==> config.mk <==
export PLATFORM = sky130hd
export DESIGN_NAME = sfr_rx
export DESIGN_NICKNAME = d
export VERILOG_FILES = /design/src/rtl/sfr_pkg.sv /design/src/rtl/sfr_sync.sv /design/src/rtl/sfr_edge.sv /design/src/rtl/sfr_frame.sv /design/src/rtl/sfr_rx.sv
export SDC_FILE = /design/constraint.sdc
export NUM_CORES = 1
export LEC_CHECK = 0
export BUFFER_PORTS_ARGS = -buffer_cell sky130_fd_sc_hd__buf_2
export CAP_MARGIN = 20
export CORE_MARGIN = 1.5
export CORE_UTILIZATION = 52
export DETAILED_ROUTE_END_ITERATION = 6
export PLACE_DENSITY = 0.75
export SETUP_SLACK_MARGIN = 0.1
export SLEW_MARGIN = 20
export SYNTH_ARGS = -nofsm -noshare
export SYNTH_HDL_FRONTEND = slang
export SYNTH_SLANG_ARGS = --single-unit
==> constraint.sdc <==
create_clock -name clk -period 1.9 [get_ports clk]
set_input_delay 0.285 -clock clk [delete_from_list [all_inputs] [get_ports clk]]
set_output_delay 0.285 -clock clk [all_outputs]
set_load 0.005 [all_outputs]
==> src/rtl/sfr_pkg.sv <==
package sfr_pkg;
  // bit positions inside the edge-detector vector
  localparam int LINE_SCLK  = 0;
  localparam int LINE_FRAME = 1;
  localparam int EDGE_LINES = 2;
endpackage

==> src/rtl/sfr_sync.sv <==
module sfr_sync #(
  parameter int                 WIDTH   = 3,
  parameter int                 STAGES  = 2,
  parameter logic [WIDTH-1:0]   RST_VAL = '0
) (
  input  logic             clk,
  input  logic             rst_n,
  input  logic [WIDTH-1:0] d_i,
  output logic [WIDTH-1:0] q_o
);
  logic [WIDTH-1:0] stage_q [STAGES];

  for (genvar g = 0; g < STAGES; g++) begin : g_stage
    if (g == 0) begin : g_first
      always_ff @(posedge clk or negedge rst_n) begin
        if (!rst_n) stage_q[0] <= RST_VAL;
        else        stage_q[0] <= d_i;
      end
    end else begin : g_next
      always_ff @(posedge clk or negedge rst_n) begin
        if (!rst_n) stage_q[g] <= RST_VAL;
        else        stage_q[g] <= stage_q[g-1];
      end
    end
  end

  assign q_o = stage_q[STAGES-1];
endmodule

==> src/rtl/sfr_edge.sv <==
module sfr_edge #(
  parameter int               WIDTH   = 2,
  parameter logic [WIDTH-1:0] RST_VAL = '0
) (
  input  logic             clk,
  input  logic             rst_n,
  input  logic [WIDTH-1:0] lvl_i,
  output logic [WIDTH-1:0] fall_o,
  output logic [WIDTH-1:0] rise_o
);
  logic [WIDTH-1:0] prev_q;

  always_ff @(posedge clk or negedge rst_n) begin
    if (!rst_n) prev_q <= RST_VAL;
    else        prev_q <= lvl_i;
  end

  assign fall_o = prev_q & ~lvl_i;
  assign rise_o = ~prev_q & lvl_i;
endmodule

==> src/rtl/sfr_frame.sv <==
module sfr_frame #(
  parameter int FRAME_BITS = 24,
  localparam int CNT_W     = $clog2(FRAME_BITS),
  localparam int LAST      = FRAME_BITS - 1
) (
  input  logic                  clk,
  input  logic                  rst_n,
  input  logic                  frame_fall_i,
  input  logic                  frame_rise_i,
  input  logic                  sclk_fall_i,
  input  logic                  sclk_rise_i,
  input  logic                  data_i,
  output logic [FRAME_BITS-1:0] word_o,
  output logic                  valid_o,
  output logic                  abort_o
);
  logic                  active_q, active_d;
  logic [CNT_W-1:0]      cnt_q, cnt_d;
  logic [FRAME_BITS-1:0] sh_q, sh_d;
  logic [FRAME_BITS-1:0] word_q, word_d;
  logic                  valid_q, valid_d;
  logic                  abort_q, abort_d;
  logic                  shift_en, word_en;

  assign shift_en = active_q && sclk_fall_i && !frame_fall_i && !frame_rise_i;
  assign word_en  = shift_en && (cnt_q == CNT_W'(LAST));

  // next-state logic
  always_comb begin
    active_d = active_q;
    cnt_d    = cnt_q;
    sh_d     = sh_q;
    word_d   = word_q;
    valid_d  = 1'b0;
    abort_d  = 1'b0;
    if (frame_fall_i) begin
      active_d = 1'b1;
      cnt_d    = '0;
      sh_d     = '0;
    end else if (frame_rise_i) begin
      abort_d  = active_q;
      active_d = 1'b0;
      cnt_d    = '0;
      sh_d     = '0;
    end else if (shift_en) begin
      sh_d = {sh_q[FRAME_BITS-2:0], data_i};
      if (word_en) begin
        word_d   = {sh_q[FRAME_BITS-2:0], data_i};
        valid_d  = 1'b1;
        active_d = 1'b0;
        cnt_d    = '0;
      end else begin
        cnt_d = cnt_q + 1'b1;
      end
    end
  end

  // state registers
  always_ff @(posedge clk or negedge rst_n) begin
    if (!rst_n) begin
      active_q <= 1'b0;
      cnt_q    <= '0;
      sh_q     <= '0;
      valid_q  <= 1'b0;
      abort_q  <= 1'b0;
    end else begin
      active_q <= active_d;
      cnt_q    <= cnt_d;
      sh_q     <= sh_d;
      valid_q  <= valid_d;
      abort_q  <= abort_d;
    end
  end

  // word register with explicit enable
  always_ff @(posedge clk or negedge rst_n) begin
    if (!rst_n)       word_q <= '0;
    else if (word_en) word_q <= word_d;
  end

  assign word_o  = word_q;
  assign valid_o = valid_q;
  assign abort_o = abort_q;


  bit_cnt_chk: assert property (@(posedge clk) disable iff (!rst_n)
    cnt_q <= CNT_W'(LAST));


  rise_hold_chk: assert property (@(posedge clk) disable iff (!rst_n)
    (sclk_rise_i && !frame_fall_i && !frame_rise_i) |=> $stable(cnt_q));


  valid_pulse_chk: assert property (@(posedge clk) disable iff (!rst_n)
    valid_q |=> !valid_q);


  abort_src_chk: assert property (@(posedge clk) disable iff (!rst_n)
    abort_q |-> $past(active_q));


  not_both_chk: assert property (@(posedge clk) disable iff (!rst_n)
    !(valid_q && abort_q));
endmodule

==> src/rtl/sfr_rx.sv <==
module sfr_rx #(
  parameter int FRAME_BITS  = 24,
  parameter int SYNC_STAGES = 2
) (
  input  logic                  clk,
  input  logic                  rst_n,
  input  logic                  ser_frame_n,
  input  logic                  ser_clk,
  input  logic                  ser_data,
  output logic [FRAME_BITS-1:0] word_o,
  output logic                  word_valid_o,
  output logic                  abort_o
);
  import sfr_pkg::*;

  // asynchronous assert, synchronous release
  logic rst_meta_q, rst_sync_n;
  always_ff @(posedge clk or negedge rst_n) begin
    if (!rst_n) begin
      rst_meta_q <= 1'b0;
      rst_sync_n <= 1'b0;
    end else begin
      rst_meta_q <= 1'b1;
      rst_sync_n <= rst_meta_q;
    end
  end

  logic [2:0]            raw_in, syn_in;
  logic [EDGE_LINES-1:0] edge_lvl, edge_fall, edge_rise;

  assign raw_in = {ser_frame_n, ser_clk, ser_data};

  sfr_sync #(.WIDTH(3), .STAGES(SYNC_STAGES), .RST_VAL(3'b100)) u_sync (
    .clk  (clk),
    .rst_n(rst_sync_n),
    .d_i  (raw_in),
    .q_o  (syn_in)
  );

  assign edge_lvl[LINE_FRAME] = syn_in[2];
  assign edge_lvl[LINE_SCLK]  = syn_in[1];

  sfr_edge #(.WIDTH(EDGE_LINES), .RST_VAL(2'b10)) u_edge (
    .clk   (clk),
    .rst_n (rst_sync_n),
    .lvl_i (edge_lvl),
    .fall_o(edge_fall),
    .rise_o(edge_rise)
  );

  sfr_frame #(.FRAME_BITS(FRAME_BITS)) u_frame (
    .clk         (clk),
    .rst_n       (rst_sync_n),
    .frame_fall_i(edge_fall[LINE_FRAME]),
    .frame_rise_i(edge_rise[LINE_FRAME]),
    .sclk_fall_i (edge_fall[LINE_SCLK]),
    .sclk_rise_i (edge_rise[LINE_SCLK]),
    .data_i      (syn_in[0]),
    .word_o      (word_o),
    .valid_o     (word_valid_o),
    .abort_o     (abort_o)
  );


  word_hold_chk: assert property (@(posedge clk) disable iff (!rst_sync_n)
    !$stable(word_o) |-> word_valid_o);
endmodule

## Word-level counts from Yosys, hierarchy flattened

Cells that the tools add are included.

- Register bits: 65
- Bits of input ports: 5
- Output and inout bits: 26

- Add/subtract/negate cells: 1
- Eq/ne operators: 1
- Muxes and demuxes: 17
- Bitwise logic cells: 6
- Reduce and logical (&&, ||, !) cells: 10

Operators by type and width:

| kind | number |
|---|---|
| two-way mux 23 bit | 3 |
| two-way mux 5 bit | 4 |
| two-way mux 1 bit | 10 |
| nonzero test 3 bit | 2 |
| adder 5 x 1 -> 5 bit, second input constant | 1 |
| == test 5 bit, second input constant | 1 |
| bitwise AND 2 bit | 2 |
| logical AND 1 bit | 4 |
| inverter 2 bit | 2 |
| AND reduction 4 bit | 1 |
| zero test 1 bit | 2 |
| inverter 1 bit | 2 |
| AND reduction 2 bit | 1 |

## Logic depth before layout (Yosys ltp)

- Depth after elaboration: 10
- Mapped depth: 7

## Cells and area by module

A second synthesis with hierarchy kept.

- Cells, all modules: 208
- Area, all modules: 2568.7 um^2

By module, submodules not included:

| module | times used | cells each | area an instance (um^2) | seq. area each (um^2) |
|---|---|---|---|---|
| sfr_frame | 1 | 190 | 2253.4 | 1376.3 |
| sfr_sync | 1 | 9 | 175.2 | 152.6 |
| sfr_edge | 1 | 6 | 86.3 | 51.3 |
| sfr_rx | 1 | 3 | 53.8 | 50.0 |

## Least setup slack after synthesis

No wires, ideal clock.

- Path kind: reg-to-reg
- Start point: register u_sync.stage_q (netlist bit u_sync.q_o[2])
- End point: register u_frame.word_q[10], in the netlist u_frame.word_o[10]
- Library setup time: 0.125 ns
- Data arrival time: 1.709 ns
- Required time: 1.775 ns
- Slack: 0.066 ns
- Stages on the path, launching flop included: 8
- Path buffers: 2
- Period minus slack after synthesis: 1.834 ns
- Cell sequence: dfstp_2 > inv_1 > ha_1 > nor2_1 > buf_4 > nand4_4 > buf_6 > mux2_4

- Word-level cells in the longest chain between the ends: 7
- Elaborated cells between the ends (all ways): 11
- Classes of those cells: bitwise: 5; reduce/logical: 6

RTL lines:

| item | RTL line | text |
|---|---|---|
| from (decl) | sfr_sync.sv:11 | `logic [WIDTH-1:0] stage_q [STAGES];` |
| from (signal, indexed assignment) | sfr_sync.sv:22 | `else stage_q[g] <= stage_q[g-1];` |
| inverter 2 bit | sfr_edge.sv:18 | `assign fall_o = prev_q & ~lvl_i;` |
| bitwise AND 2 bit | sfr_edge.sv:18 |  |
| zero test 1 bit | sfr_frame.sv:25 | `assign shift_en = active_q && sclk_fall_i && !frame_fall_i && !frame_rise_i;` |
| logical AND 1 bit (2 in a row) | sfr_frame.sv:25 |  |
| logical AND 1 bit | sfr_frame.sv:26 | `assign word_en = shift_en && (cnt_q == CNT_W'(LAST));` |
| AND reduction 4 bit (no line) (*) | -- |  |
| to (signal assigned) | sfr_frame.sv:78 | `else if (word_en) word_q <= word_d;` |
| to (decl) | sfr_frame.sv:20 | `logic [FRAME_BITS-1:0] word_q, word_d;` |

Every way passes the cells marked *; elsewhere a longest branch is shown, timed or not.
A chain may end at the register's enable or synchronous reset.

## Worst setup path after layout

- Start point: register u_sync.stage_q (netlist bit u_sync.q_o[2])
- End point: register u_frame.cnt_q[0]

- Word-level cells in the longest chain between the ends: 10
- Elaborated cells between the ends (all ways): 13
- Classes of those cells: mux: 4; bitwise: 3; reduce/logical: 6

RTL lines:

| item | RTL line | text |
|---|---|---|
| inverter 2 bit | sfr_edge.sv:18 |  |
| bitwise AND 2 bit | sfr_edge.sv:18 |  |
| zero test 1 bit | sfr_frame.sv:25 |  |
| logical AND 1 bit (2 in a row) | sfr_frame.sv:25 |  |
| logical AND 1 bit | sfr_frame.sv:26 |  |
| two-way mux 5 bit | sfr_frame.sv:47 | `if (word_en) begin` |
| two-way mux 5 bit | sfr_frame.sv:45 | `end else if (shift_en) begin` |
| two-way mux 5 bit | sfr_frame.sv:40 | `end else if (frame_rise_i) begin` |
| two-way mux 5 bit | sfr_frame.sv:36 | `if (frame_fall_i) begin` |
| to (signal assigned) | sfr_frame.sv:68 | `cnt_q <= cnt_d;` |
| to (decl) | sfr_frame.sv:18 | `logic [CNT_W-1:0] cnt_q, cnt_d;` |

Parallel ways exist; a longest one is shown, timed or not. The select of a mux whose other input is x is not followed.

==> reports/qor.csv <==
stage,metric,value,unit
status,status,finished clean,
timing,final-max-slew-violation-count,0,
drt,ant_nets,0,
synthesis,ys_seq_area_frac,0.5969,
finish,fin_nets,261,
drt,first_pass_iters,4,
drt,drt-initial-drc-count,131,
global_route,antenna_found_initial,0,
clock_tree,clock_latency,340,ps
worst_setup_path,r2r_cells,6,
clock_tree,clock_sinks,65,
finish,n_antenna_cell,0,
synthesis,synth.ff_latch_count,65,
worst_setup_path,crit_cells,6,
worst_setup_path,cp_max_fo,10,
floorplan,placementRows,26,
timing,skew,11.15,ps
worst_setup_path,path_cells,"inv_1, ha_2, or2_4, buf_4, o211ai_1, o31ai_1",
timing,setup_tns,0,ps
finish,final_layout_size_suffix_gt1_frac,0.3682,
floorplan,die_area,0.005696,mm2
timing,hold_viol,0,
drt,drcViolationCount,0,
place,io_buffer_count,30,
clock_tree,clockBufferDepth,2,
floorplan,start_util,0.5382,
global_route,grt_pass1_wl,8197,um
min_path,holdPathStages,1,
worst_setup_path,path_buf_inv,2,
timing,clock.fmax,577.6,MHz
synthesis,synth.cell_area,0.002731,mm2
worst_setup_path,slowest_stage,dfstp_2,
clock_tree,cts_tree,built,
synthesis,avgSynthCellArea,12.82,um2
worst_setup_path,cp-end-kind,flip-flop,
worst_setup_path,critPathLaunchType,flip-flop,
drt,num_vias,1804,
pwr,ir_worst_vdd,0.0006932,V
min_path,hp-class,input port to flip-flop,
pwr,power_density,918.4,mW/mm2
timing,relSlewSlack,0.6582,
synthesis,syn_inst,213,
timing,worst_pin_slew,512.7,ps
place,place_hpwl,3181,um
worst_setup_path,cp.arrival,1930,ps
floorplan,coreArea,0.005075,mm2
floorplan,io_pins,31,
global_route,grt-ovfl-total,0,
pwr,leakage,1.622,nW
synthesis,ys_warn_count,0,
global_route,grt_max_degree,42,
clock_tree,clkTransAtPathRegs,70,ps
place,finalWeightedCongestion,0.8245,
clock_tree,cts-buffers-inserted,9,
worst_setup_path,cp.required,2100,ps
run,drv_cap,0,
finish,fin_cells,328,
global_route,grt_util_all_layers,0.1987,
worst_setup_path,critPathTopFamily,flip-flops,
timing,min_period,1731,ps
finish,area_growth,19.74,%
synthesis,synth_cell_types,38,
clock_tree,cts_max_level,3,
timing,period_share,0.9113,
drt,routedWlPerCell,14.88,um
clock_tree,cts-root-buf,clkbuf_8,
synthesis,synth_nets,221,
timing,rsz0062_at_grt,false,
floorplan,die_x,75.48,um
drt,drt_wl_total,4881,um
global_route,grt_pass1_vias,1727,
timing,setup_viol,0,
drt,avgViaCountPerCell,5.500,
worst_setup_path,path_class,flip-flop to flip-flop,
worst_setup_path,cpPeakStageDelay,550,ps
place,placed_cells,311,
floorplan,die_height,75.48,um
-- cells in the mapped netlist, drive strengths merged --
library cell   n  share of area
dfrtp         62           0.57
mux2          25           0.13
nand2         25          0.034
o211ai        25          0.069
o21ai         23          0.042
buf           10          0.023
clkbuf         6         0.0082
inv            5         0.0069
dfstp          3          0.029
ha             3          0.014
a211oi         2         0.0055
a21boi         2         0.0069
and3           2         0.0046
nand3          2         0.0037
a2111oi        1         0.0032
a211o          1         0.0032
a21o           1         0.0027
a2bb2oi        1         0.0032
a32o           1         0.0037
and3b          1         0.0032
and4b          1         0.0037
conb           1         0.0014
mux2i          1         0.0037
nand2b         1         0.0023
nand3b         1         0.0027
nand4          1         0.0078
nor2           1         0.0014
nor4b          1         0.0032
o22ai          1         0.0023
o31ai          1         0.0027
or2            1         0.0023
or3            1         0.0023
-- power by group --
part / total (mW) / leakage, nW / internal [mW] / switching [mW]
Clock: 1.22 / 0.105 / 0.711 / 0.509
Combinational: 0.265 / 0.647 / 0.113 / 0.152
Sequential: 1.52 / 0.870 / 1.45 / 0.0685
-- worst paths after layout --
check / slack, ps / startpoint / to
max: 170 / u_sync.q_o[2]$_DFF_PN1_ / u_frame.cnt_q[0]$_DFFE_PN0P_
min: 50 / ser_frame_n / u_sync.stage_q[5]$_DFF_PN1_
max reg2reg: 170 / u_sync.q_o[2]$_DFF_PN1_ / u_frame.cnt_q[0]$_DFFE_PN0P_
min reg2reg: 240 / rst_sync_n$_DFF_PN0_ / u_sync.q_o[1]$_DFF_PN0_
max in group asynchronous: 1080 / rst_sync_n$_DFF_PN0_ / u_frame.sh_q[5]$_DFFE_PN0P_
min in group asynchronous: 240 / rst_sync_n$_DFF_PN0_ / u_sync.q_o[1]$_DFF_PN0_
-- state kept, by name, summed over array words and instances (netlist names) --
| signal | cells |
|---|---|
| u_frame.word_o | 24 |
| u_frame.sh_q | 23 |
| u_frame.cnt_q | 5 |
| u_sync.q_o | 3 |
| u_sync.stage_q | 3 |
| u_edge.prev_q | 2 |
| rst_meta_q | 1 |
| rst_sync_n | 1 |
| u_frame.abort_o | 1 |
| u_frame.active_q | 1 |
| u_frame.valid_o | 1 |
-- timing repair --
item                       CTS  global route
hold buffers                 1             0
hold endpoints to repair     2             0
setup endpoints to repair   10            30
setup buffers                0             0
resized for setup            2             8
-- cell usage in the layout, fill, tap and decap left out, types with 2 or more instances in the layout --
master	Yosys	routed
dfrtp_1	62	61
buf_2	5	30
nand2_1	25	25
o211ai_1	25	25
o21ai_0	22	20
mux2_4	20	20
clkbuf_8	0	12
buf_4	1	8
inv_1	5	5
mux2_2	5	5
buf_6	2	4
o21ai_1	1	3
dfstp_2	3	3
and3_1	2	2
nand3_1	2	2
a211oi_1	2	2
ha_2	0	2
clkinvlp_4	0	2
buf_12	0	2
-- per-stage QoR --
step	instance area (um2)	total power [mW]	utilization	hold slack, ps	setup WS (ps)
final	3271	3.004	0.6445	46.55	168.6
after global routing	3271	3.139	0.6445	41.79	112.8
after detailed placement	3018	1.794	0.5947	72.65	82.88
after floorplan	2735	1.707	-	-10.59	100.2
after global placement	3018	1.783	0.5947	70.92	138.7
after CTS	3249	3.017	0.6403	29.74	106.0
-- layer usage --
layer  wire length (um)  GRT usage  share of wire  vias to the layer above
met1               2327     0.2637           0.48                      908
li1                   -          -              -                      844
met3                147    0.03571          0.030                       13
met2               2281     0.3021           0.47                       39
met5                  0          0              0                        -
met4                125     0.1270          0.026                        0
-- cells by family after synthesis --
logic type,Yosys count,synth area share
AO/OA/AOI/OAI,59,0.1443
other,1,0.001373
AND/OR/NAND/NOR,38,0.07147
flip-flops,65,0.5969
adder cells (fa/ha/maj),3,0.01374
buffers and inverters,21,0.03802
multiplexers,26,0.1342
-- cell type report --
type,instances,area (um2)
tap,70,87.58
multi-input combinational,127,1012
sequential,65,1632
clock buffer,12,165.2
inverter,5,18.77
timing repair buffer,45,305.3
fill,385,1804
clock inverter,4,50.05
Note: power is estimated with default switching activity, not from simulation.
